### src/rtl/sxl_pkg.sv
package sxl_pkg;
  typedef enum logic [1:0] {
    FLT_NONE   = 2'b00,
    FLT_XLATE  = 2'b01,
    FLT_DOMAIN = 2'b10,
    FLT_PERM   = 2'b11
  } fault_e;

  typedef enum logic [1:0] {
    DM_NOACC   = 2'b00,
    DM_CLIENT  = 2'b01,
    DM_RSVD    = 2'b10,
    DM_MANAGER = 2'b11
  } dmode_e;

  typedef enum logic [1:0] {
    AP_PROT = 2'b00,
    AP_PRIV = 2'b01,
    AP_UREAD = 2'b10,
    AP_FULL = 2'b11
  } ap_e;

  localparam logic [1:0] SECTION_TAG = 2'b10;
endpackage

### src/rtl/sxl_desc_decode.sv
module sxl_desc_decode #(
  parameter int ADDR_W     = 32,
  parameter int SECT_SHIFT = 20,
  parameter int DOM_W      = 4
) (
  input  logic [ADDR_W-1:0]            desc,
  output logic                         is_section,
  output logic [ADDR_W-SECT_SHIFT-1:0] sect_base,
  output logic [1:0]                   ap,
  output logic [DOM_W-1:0]             dom,
  output logic                         cbit,
  output logic                         bbit
);
  import sxl_pkg::*;

  localparam int DOM_LO = 5;
  localparam int AP_LO  = 10;

  always_comb begin
    is_section = (desc[1:0] == SECTION_TAG);
    sect_base  = desc[ADDR_W-1:SECT_SHIFT];
    ap         = desc[AP_LO+1:AP_LO];
    dom        = desc[DOM_LO+DOM_W-1:DOM_LO];
    cbit       = desc[3];
    bbit       = desc[2];
  end
endmodule

### src/rtl/sxl_access_check.sv
module sxl_access_check #(
  parameter int DOM_W = 4
) (
  input  logic                    clk,
  input  logic                    rst_n,
  input  logic [1:0]              ap,
  input  logic [DOM_W-1:0]        dom,
  input  logic [2*(1<<DOM_W)-1:0] dac,
  input  logic                    sys_prot,
  input  logic                    rom_prot,
  input  logic                    priv,
  input  logic                    write,
  output sxl_pkg::fault_e         flt
);
  import sxl_pkg::*;

  localparam int NDOM = 1 << DOM_W;

  logic [1:0] mode_tab [NDOM];
  logic [1:0] mode;
  logic       ap_ok;

  for (genvar g = 0; g < NDOM; g++) begin : g_mode
    assign mode_tab[g] = dac[2*g+1:2*g];
  end

  assign mode = mode_tab[dom];

  always_comb begin
    ap_ok = 1'b0;
    unique case (ap_e'(ap))
      AP_PROT: begin
        unique case ({sys_prot, rom_prot})
          2'b10:   ap_ok = priv & ~write;
          2'b01:   ap_ok = ~write;
          default: ap_ok = 1'b0;
        endcase
      end
      AP_PRIV:  ap_ok = priv;
      AP_UREAD: ap_ok = priv | ~write;
      AP_FULL:  ap_ok = 1'b1;
      default:  ap_ok = 1'b0;
    endcase
  end

  always_comb begin
    unique case (dmode_e'(mode))
      DM_MANAGER: flt = FLT_NONE;
      DM_CLIENT:  flt = ap_ok ? FLT_NONE : FLT_PERM;
      default:    flt = FLT_DOMAIN;
    endcase
  end

  // manager domains never yield a permission fault
  p_manager_no_perm_r6: assert property (@(posedge clk) disable iff (!rst_n)
    (mode == 2'b11) |-> (flt == FLT_NONE));
  // full access AP never denies a client
  p_full_ap_grants_r7: assert property (@(posedge clk) disable iff (!rst_n)
    (mode == 2'b01 && ap == 2'b11) |-> (flt == FLT_NONE));
endmodule

### src/rtl/sxl_walk_ctl.sv
module sxl_walk_ctl (
  input  logic clk,
  input  logic rst_n,
  input  logic req_valid,
  input  logic rd_valid,
  output logic accept,
  output logic waiting,
  output logic capture
);
  typedef enum logic {ST_IDLE, ST_WAIT} st_e;

  st_e st_q, st_d;

  always_comb begin
    st_d    = st_q;
    accept  = 1'b0;
    capture = 1'b0;
    unique case (st_q)
      ST_IDLE: if (req_valid) begin
        accept = 1'b1;
        st_d   = ST_WAIT;
      end
      ST_WAIT: if (rd_valid) begin
        capture = 1'b1;
        st_d    = ST_IDLE;
      end
      default: st_d = ST_IDLE;
    endcase
  end

  assign waiting = (st_q == ST_WAIT);

  always_ff @(posedge clk or negedge rst_n) begin
    if (!rst_n) st_q <= ST_IDLE;
    else        st_q <= st_d;
  end

  // an outstanding read keeps the walker waiting
  p_wait_holds_r11: assert property (@(posedge clk) disable iff (!rst_n)
    (waiting && !rd_valid) |=> waiting);
  // no acceptance while a walk is outstanding
  p_no_accept_busy_r10: assert property (@(posedge clk) disable iff (!rst_n)
    waiting |-> !accept);
endmodule

### src/rtl/sect_xlate.sv
module sect_xlate #(
  parameter int ADDR_W     = 32,
  parameter int SECT_SHIFT = 20,
  parameter int DOM_W      = 4
) (
  input  logic              clk,
  input  logic              rst_n,
  input  logic              req_valid,
  input  logic [ADDR_W-1:0] req_va,
  input  logic              req_write,
  input  logic              req_priv,
  input  logic [ADDR_W-1:0] ttb,
  input  logic [2*(1<<DOM_W)-1:0] dac,
  input  logic              sys_prot,
  input  logic              rom_prot,
  output logic              mem_rd_req,
  output logic [ADDR_W-1:0] mem_rd_addr,
  input  logic              mem_rd_valid,
  input  logic [ADDR_W-1:0] mem_rd_data,
  output logic              done,
  output logic [ADDR_W-1:0] pa,
  output logic              attr_c,
  output logic              attr_b,
  output logic [1:0]        fault
);
  import sxl_pkg::*;

  localparam int IDX_W   = ADDR_W - SECT_SHIFT;
  localparam int TTB_LOW = IDX_W + 2;
  localparam int DAC_W   = 2 * (1 << DOM_W);

  // reset: asynchronous assert, synchronous release
  logic [1:0] rst_sync_q;
  logic       rst_i_n;
  always_ff @(posedge clk or negedge rst_n) begin
    if (!rst_n) rst_sync_q <= 2'b00;
    else        rst_sync_q <= {rst_sync_q[0], 1'b1};
  end
  assign rst_i_n = rst_sync_q[1];

  logic accept, waiting, capture;

  sxl_walk_ctl u_ctl (
    .clk      (clk),
    .rst_n    (rst_i_n),
    .req_valid(req_valid),
    .rd_valid (mem_rd_valid),
    .accept   (accept),
    .waiting  (waiting),
    .capture  (capture)
  );

  // context captured at acceptance
  logic [ADDR_W-1:0]      va_q, va_d;
  logic [ADDR_W-TTB_LOW-1:0] tb_q, tb_d;
  logic [DAC_W-1:0]       dac_q, dac_d;
  logic                   sys_q, sys_d, rom_q, rom_d, priv_q, priv_d, wr_q, wr_d;

  always_comb begin
    va_d   = va_q;   tb_d  = tb_q;  dac_d = dac_q;
    sys_d  = sys_q;  rom_d = rom_q; priv_d = priv_q; wr_d = wr_q;
    if (accept) begin
      va_d   = req_va;
      tb_d   = ttb[ADDR_W-1:TTB_LOW];
      dac_d  = dac;
      sys_d  = sys_prot;
      rom_d  = rom_prot;
      priv_d = req_priv;
      wr_d   = req_write;
    end
  end

  always_ff @(posedge clk or negedge rst_i_n) begin
    if (!rst_i_n) begin
      va_q <= '0; tb_q <= '0; dac_q <= '0;
      sys_q <= 1'b0; rom_q <= 1'b0; priv_q <= 1'b0; wr_q <= 1'b0;
    end else begin
      va_q <= va_d; tb_q <= tb_d; dac_q <= dac_d;
      sys_q <= sys_d; rom_q <= rom_d; priv_q <= priv_d; wr_q <= wr_d;
    end
  end

  assign mem_rd_req  = waiting;
  assign mem_rd_addr = {tb_q, va_q[ADDR_W-1:SECT_SHIFT], 2'b00};

  // entry decode and access judgement
  logic             is_sect, cb_c, cb_b;
  logic [IDX_W-1:0] sect_base;
  logic [1:0]       ap;
  logic [DOM_W-1:0] dom;
  fault_e           acc_flt, res_flt;

  sxl_desc_decode #(.ADDR_W(ADDR_W), .SECT_SHIFT(SECT_SHIFT), .DOM_W(DOM_W)) u_dec (
    .desc      (mem_rd_data),
    .is_section(is_sect),
    .sect_base (sect_base),
    .ap        (ap),
    .dom       (dom),
    .cbit      (cb_c),
    .bbit      (cb_b)
  );

  sxl_access_check #(.DOM_W(DOM_W)) u_acc (
    .clk     (clk),
    .rst_n   (rst_i_n),
    .ap      (ap),
    .dom     (dom),
    .dac     (dac_q),
    .sys_prot(sys_q),
    .rom_prot(rom_q),
    .priv    (priv_q),
    .write   (wr_q),
    .flt     (acc_flt)
  );

  assign res_flt = is_sect ? acc_flt : FLT_XLATE;

  // result registers
  logic              done_q, done_d;
  logic [ADDR_W-1:0] pa_q, pa_d;
  logic              c_q, c_d, b_q, b_d;
  logic [1:0]        flt_q, flt_d;

  always_comb begin
    done_d = capture;
    pa_d   = pa_q;
    c_d    = c_q;
    b_d    = b_q;
    flt_d  = flt_q;
    if (capture) begin
      flt_d = res_flt;
      if (res_flt == FLT_NONE) begin
        pa_d = {sect_base, va_q[SECT_SHIFT-1:0]};
        c_d  = cb_c;
        b_d  = cb_b;
      end else begin
        pa_d = '0;
        c_d  = 1'b0;
        b_d  = 1'b0;
      end
    end
  end

  always_ff @(posedge clk or negedge rst_i_n) begin
    if (!rst_i_n) begin
      done_q <= 1'b0; pa_q <= '0; c_q <= 1'b0; b_q <= 1'b0; flt_q <= '0;
    end else begin
      done_q <= done_d; pa_q <= pa_d; c_q <= c_d; b_q <= b_d; flt_q <= flt_d;
    end
  end

  assign done   = done_q;
  assign pa     = pa_q;
  assign attr_c = c_q;
  assign attr_b = b_q;
  assign fault  = flt_q;

  // completion is a single-cycle pulse
  p_done_pulse_r9: assert property (@(posedge clk) disable iff (!rst_i_n)
    done |=> !done);
  // faults carry no address or attributes
  p_fault_clears_pa_r9: assert property (@(posedge clk) disable iff (!rst_i_n)
    (done && fault != 2'b00) |-> (pa == '0 && !attr_c && !attr_b));
  // read request and address hold until data returns
  p_rd_addr_stable_r2: assert property (@(posedge clk) disable iff (!rst_i_n)
    (mem_rd_req && !mem_rd_valid) |=> (mem_rd_req && $stable(mem_rd_addr)));
  // section offset passes through
  p_pa_offset_r3: assert property (@(posedge clk) disable iff (!rst_i_n)
    (done && fault == 2'b00) |-> (pa[SECT_SHIFT-1:0] == va_q[SECT_SHIFT-1:0]));
  // no completion without returned data
  p_done_needs_data_r11: assert property (@(posedge clk) disable iff (!rst_i_n)
    (mem_rd_req && !mem_rd_valid) |=> !done);
endmodule

### config.mk
export PLATFORM = sky130hd
export DESIGN_NAME = sect_xlate
export DESIGN_NICKNAME = d
export VERILOG_FILES = /design/src/rtl/sxl_pkg.sv /design/src/rtl/sxl_desc_decode.sv /design/src/rtl/sxl_access_check.sv /design/src/rtl/sxl_walk_ctl.sv /design/src/rtl/sect_xlate.sv
export SDC_FILE = /design/constraint.sdc
export NUM_CORES = 1
export LEC_CHECK = 0
export BUFFER_PORTS_ARGS = -buffer_cell sky130_fd_sc_hd__buf_2
export CAP_MARGIN = 15
export CORE_MARGIN = 10
export CORE_UTILIZATION = 47
export CTS_CLUSTER_SIZE = 10
export DETAILED_ROUTE_END_ITERATION = 12
export PLACE_DENSITY = 0.75
export SLEW_MARGIN = 10
export SYNTH_ARGS = -nofsm -noshare
export SYNTH_HDL_FRONTEND = slang
export SYNTH_SLANG_ARGS = --single-unit
### constraint.sdc
create_clock -name clk -period 4.3 [get_ports clk]
set_input_delay 0.645 -clock clk [delete_from_list [all_inputs] [get_ports clk]]
set_output_delay 0.645 -clock clk [all_outputs]
set_load 0.05 [all_outputs]
# --- After elaboration in Yosys (flattened, before gate mapping) ---
# Cells that the tools add are included.
totals:
  regBits: 126
  latch_bits: 0
  ram_bits: 0
  mem_bits_ro: 0
  wordCells: 47
  memories: 0
op_classes:
  n_addsub: 0
  mul: 0
  div: 0
  order_cmp: 1
  eq_ne: 8
  shift: 0
  muxes: 17
  bitwise_logic: 5
  reduce_logical: 2
op_table:
  columns: ["cell", "n"]
  rows:
  - ["32-bit two-way mux", 1]
  - ["2-bit == test, second input constant", 5]
  - ["2-bit binary-select mux with 4-bit select", 1]
  - ["2-bit two-way mux", 4]
  - ["1-bit two-way mux", 7]
  - ["2-bit by 1-bit == test with 1-bit output, second input constant", 3]
  - ["5-bit greater-or-equal comparator, second input constant", 1]
  - ["4-bit NOT with 5-bit output", 1]
  - ["2-bit logical NOT", 2]
  - ["1-bit case mux with 2 select lines", 2]
  - ["1-bit case mux with 4 select lines", 1]
  - ["2-bit case mux with 2 select lines", 1]
  - ["1-bit NOT", 2]
  - ["1-bit AND", 1]
  - ["1-bit OR", 1]

# --- Longest topological paths before layout ---
logic_depth:
  depth_word: 9
  depth_mapped: 9

# --- By module ---
# Synthesis repeated with hierarchy kept, for this count alone.
hier_totals:
  hier_cells: 414
  area_unflattened_um2: 5642.9
by_module_without_submodules:
  columns: ["mod", "instances", "cells_per_inst", "area_per_inst_um2"]
  rows:
  - ["sect_xlate", 1, 358, 5067.4]
  - ["sxl_access_check", 1, 30, 360.3]
  - ["sxl_desc_decode", 1, 21, 163.9]
  - ["sxl_walk_ctl", 1, 5, 51.3]

# --- Worst setup path after synthesis ---
# Ideal clock, no wire load.
synth_timing:
  path_type: "input -> register"
  from: "input port mem_rd_data[7]"
  to: "register pa_q[10], in the netlist pa[10]"
  setup_time_ns: 0.121
  t_arrival_ns: 2.570
  setup_slack_ns: 1.609
  cell_stages: 8
  path_buffers: 3
  path_cell_list: "buf_2 > mux4_2 > mux4_2 > nor3_2 > and3b_1 > buf_6 > buf_6 > a22o_1"
synth_via:
  elab_chain_len: 9
synth_rtl:
  columns: ["item", "line", "source"]
  rows:
  - ["start, declared", "sect_xlate.sv:19", "input logic [ADDR_W-1:0] mem_rd_data,"]
  - ["4-bit NOT with 5-bit output (implied by the code) (*)", "sxl_access_check.sv:27", "assign mode = mode_tab[dom];"]
  - ["2-bit binary-select mux with 4-bit select (*)", "sxl_access_check.sv:27", null]
  - ["2-bit two-way mux (implied by the code) (*) (2 in a row)", "sxl_access_check.sv:27", null]
  - ["2-bit by 1-bit == test with 1-bit output or 2-bit == test (tied branches)", "sxl_access_check.sv:47", "unique case (dmode_e'(mode))"]
  - ["2-bit case mux with 2 select lines (*)", "sxl_access_check.sv:47", null]
  - ["2-bit two-way mux (*)", "sect_xlate.sv:116", "assign res_flt = is_sect ? acc_flt : FLT_XLATE;"]
  - ["2-bit logical NOT (*)", "sect_xlate.sv:132", "if (res_flt == FLT_NONE) begin"]
  - ["32-bit two-way mux (*)", "sect_xlate.sv:132", null]
  - ["end signal, assigned", "sect_xlate.sv:146", "done_q <= 1'b0; pa_q <= '0; c_q <= 1'b0; b_q <= 1'b0; flt_q <= '0;"]
  - ["end signal, assigned", "sect_xlate.sv:148", "done_q <= done_d; pa_q <= pa_d; c_q <= c_d; b_q <= b_d; flt_q <= flt_d;"]
  - ["end, declared", "sect_xlate.sv:120", "logic [ADDR_W-1:0] pa_q, pa_d;"]
# Every way passes the cells marked *; elsewhere a longest branch is shown, timed or not. The select of a mux whose other input is x is not followed.
# A chain may end at the register's enable or synchronous reset.

# --- Final worst setup path ---
layout_timing:
  from: "input port mem_rd_data[7]"
  to: "register pa_q[23], in the netlist pa[23]"
# The elaborated chain is that of the path after synthesis.

==> metrics.md <==
| Metric | Value |
|---|---|
| Run status | finished clean |
| Sequential share of power | 0.393 |
| Vias | roughly 3200 |
| Postcts setup bufs | 0 |
| Clk sinks | between 100 and 150 |
| Post-synthesis sequential area ratio | 0.631 |
| CTS resizes | 0 |
| Crit path kind | in -> reg |
| DRC | 0 |
| Clock share of power | 0.377 |
| Core ar. | approximately 0.010 sq mm |
| WP depth | 7 |
| Worst-path cell chain | buf_2 -> mux4_2 -> mux4_2 -> nor3_2 -> and3b_1 -> buf_4 -> a22o_1 |
| H-tree Lvls | 4 |
| Cell variety after synth | 26 |
| RePlAce Congestion | between 0.8 and 0.9 |
| Fin crit period | 2.41 ns |
| Leak | between 0.003 and 0.004 uW |
| Synth warn | 0 |
| IO Port Bufs | approximately 180 |
| Relative slew margins | 0.435 |
| Die height | roughly 120 um |
| Startpoint types | input pin |
| Filler cell count | 803 |
| Fin cells | between 600 and 700 |
| Antenna Nets Post-Route | 0 |
| Layout cell share with drive strength beyond 1 | 0.457 |
| Initial Util | 0.484 |
| Via-to-Cell Ratio | 5.03 |
| Delay-heaviest family, CP | multiplexers |
| Cts hold-fix bufs | 1 |
| Area growth syn-to-layout | 30.9% |
| Largest net degree at the start of global routing | 70 |
| Rows | 37 |
| WP buf/inv | 2 |
| Grt total ovfl | 0 |
| Global-route wire length before repair | ~18 mm |
| Worst path required time | ~4.7 ns |
| MaxCap Viol Count | 0 |
| Max FO, Critical Path | 34 |
| F_max | about 410 MHz |
| Worst setup EP type | flip-flop |
| Logic pwr share | 0.231 |
| Layout Nets | 625 |
| Worst-margin pin slew | 0.848 ns |
| Worst Hold Path Cells | 0 |
| Most frequent CP cell | mux4_2 |
| Slowest stage delay, CP | between 0.5 and 0.6 ns |
| Worst min path class | reg -> reg |
| Avg WL per Cell | 18.6 um |
| Worst skew pair latency | slightly below 0.5 ns |
| Psw | between 1000 and 1500 uW |
| Slew Viols, Final | 0 |
| Initial antenna violation count | 2 |
| Vias in the first global route | around 3500 |
| RSZ-0062 raised after global routing | no |
| Most frequent cells in the layout | 179 x buf_2, 125 x dfrtp_1, 83 x mux2_1 |
| Cell total after placement | 603 |
| GRT Total Usage | 0.153 |
| CTS Buffer Depth | 2 |
| CTS tree | done |
| Clock transition at path regs | 0.06 ns |
| Switching share of power | 0.315 |
| Synthesized area | 0.00500 sq mm |
| Worst EP arrival | between 2 and 3 ns |
| Final Hold Fails | 0 |
| Commonest non-fill, non-tap cell in the layout | buf_2 |
| Post-route setup TNS | 0 ns |
| Total Routed Length | 11.8 mm |
| Multi-input combinational cell area | around 0.0016 sq mm |
| Slowest CP cell | mux4_2 |
| CTS buffer count | 17 |
| Area taken by flip-flops and latches | between 0.003 and 0.004 sq mm |
| #FFs+latches synth | 126 |
| Drt pass-1 iters | 4 |
| Maximum resistive drop on vdd | between 0.0002 and 0.00025 V |
| Syn Inst Count | about 320 |
| Final HPWL DP | 8.77 mm |
| Die area | approximately 0.015 sq mm |
| FF-to-FF path depth | 6 |
| Avg Synthesized Cell Area | around 16 sq um |
| I/O Pins | approximately 210 |
| Chip width | 123 um |
| Tcrit/Tclk final | 0.562 |
| Root Buffer | clkbuf_8 |
| Total setup violations reported at the end of the flow | 0 |
| Int Pwr | between 2000 and 3000 uW |
| 1st-iter DRT viols | between 150 and 200 |
| Worst hold slack | 0.352 ns |
| Worst clock skew | between 0.01 and 0.015 ns |
| Pwr per Cell Area | just under 600 mW/mm^2 |
==> flip-flops by register name (all words and copies together), names as in the netlist <==
signal and cells:
pa 32, rst_sync_q 2, tb_q 18, attr_c 1
done 1, priv_q 1, va_q 32, rom_q 1
u_ctl.waiting 1, dac_q 32, sys_q 1, attr_b 1
wr_q 1, fault 2
==> cell type report <==
class / count / area share
well taps: 136 / 0.0260
inverters: 4 / 0.00230
flip-flops and latches: 126 / 0.483
diodes: 1 / 0.000383
multi-input cells: 153 / 0.250
clock buffers: 18 / 0.0639
clock inverters: 13 / 0.0291
repair buffers: 185 / 0.146
==> cell usage after synthesis <==
cell,count,area share
mux2_1,83,0.19
buf_2,1,0.0010
nor3_2,1,0.0020
nor4_1,1,0.0013
nand2b_1,2,0.0025
mux4_2,10,0.045
a21o_1,1,0.0015
conb_1,2,0.0015
nor3b_1,1,0.0015
clkbuf_1,10,0.0075
buf_6,4,0.0090
o21ai_1,2,0.0020
a21oi_1,1,0.0010
dfrtp_1,126,0.63
nand2_1,5,0.0038
ha_1,2,0.0050
a2bb2oi_1,1,0.0018
buf_4,14,0.021
and3b_1,1,0.0018
a22o_1,35,0.061
o21ai_0,1,0.0010
buf_1,4,0.0030
nand3_1,1,0.0010
nor2b_1,1,0.0013
mux2_2,1,0.0023
inv_1,4,0.0030
==> per-stage QoR <==
stage | worst slack, ns | instance area, sq um | util | total power, uW
2_1_floorplan | 0.530 | 5000 | - | 2220
3_3_place_gp | 1.36 | 5920 | 0.574 | 2410
3_5_place_dp | 1.35 | 5920 | 0.574 | 2440
4_1_cts | 1.87 | 6540 | 0.633 | 3920
5_1_grt | 1.74 | 6540 | 0.633 | 4050
6_report | 1.89 | 6540 | 0.634 | 3870
==> path summary, 6_finish.rpt <==
kind | start | end | slack, ns
max | mem_rd_data[7] | pa[23] | 1.89
max reg2reg | dac_q[23] | pa[23] | 1.96
min reg2reg | rst_sync_q[0] | rst_sync_q[1] | 0.35
max in group asynchronous | rst_sync_q[1] | fault[0] | 3.22
min | rst_sync_q[0] | rst_sync_q[1] | 0.35
min in group asynchronous | rst_sync_q[1] | dac_q[7] | 0.44
==> cell families after synthesis <==
logic type	synth area share
flops	0.631
mux	0.234
compound gates	0.0686
buf+inv	0.0446
simple gates	0.0150
fa+ha+maj	0.00501
other cells	0.00150
==> power by group through the flow <==
stage / combinational [uW] / sequential, uW / clock, uW
2_1_floorplan: 415 / 1800 / 0
3_3_place_gp: 888 / 1520 / 0
3_5_place_dp: 906 / 1540 / 0
4_1_cts: 910 / 1520 / 1490
5_1_grt: 952 / 1550 / 1550
6_report: 892 / 1520 / 1460
==> routing by layer <==
layer  track usage  vias up  wire length [um]
met2         0.238      119              5560
met4        0.0284        2                38
met5             0        -                10
met1         0.193     1600              5060
met3        0.0711        6              1150
li1              -     1472                 -
(Power assumes the default switching activity.)
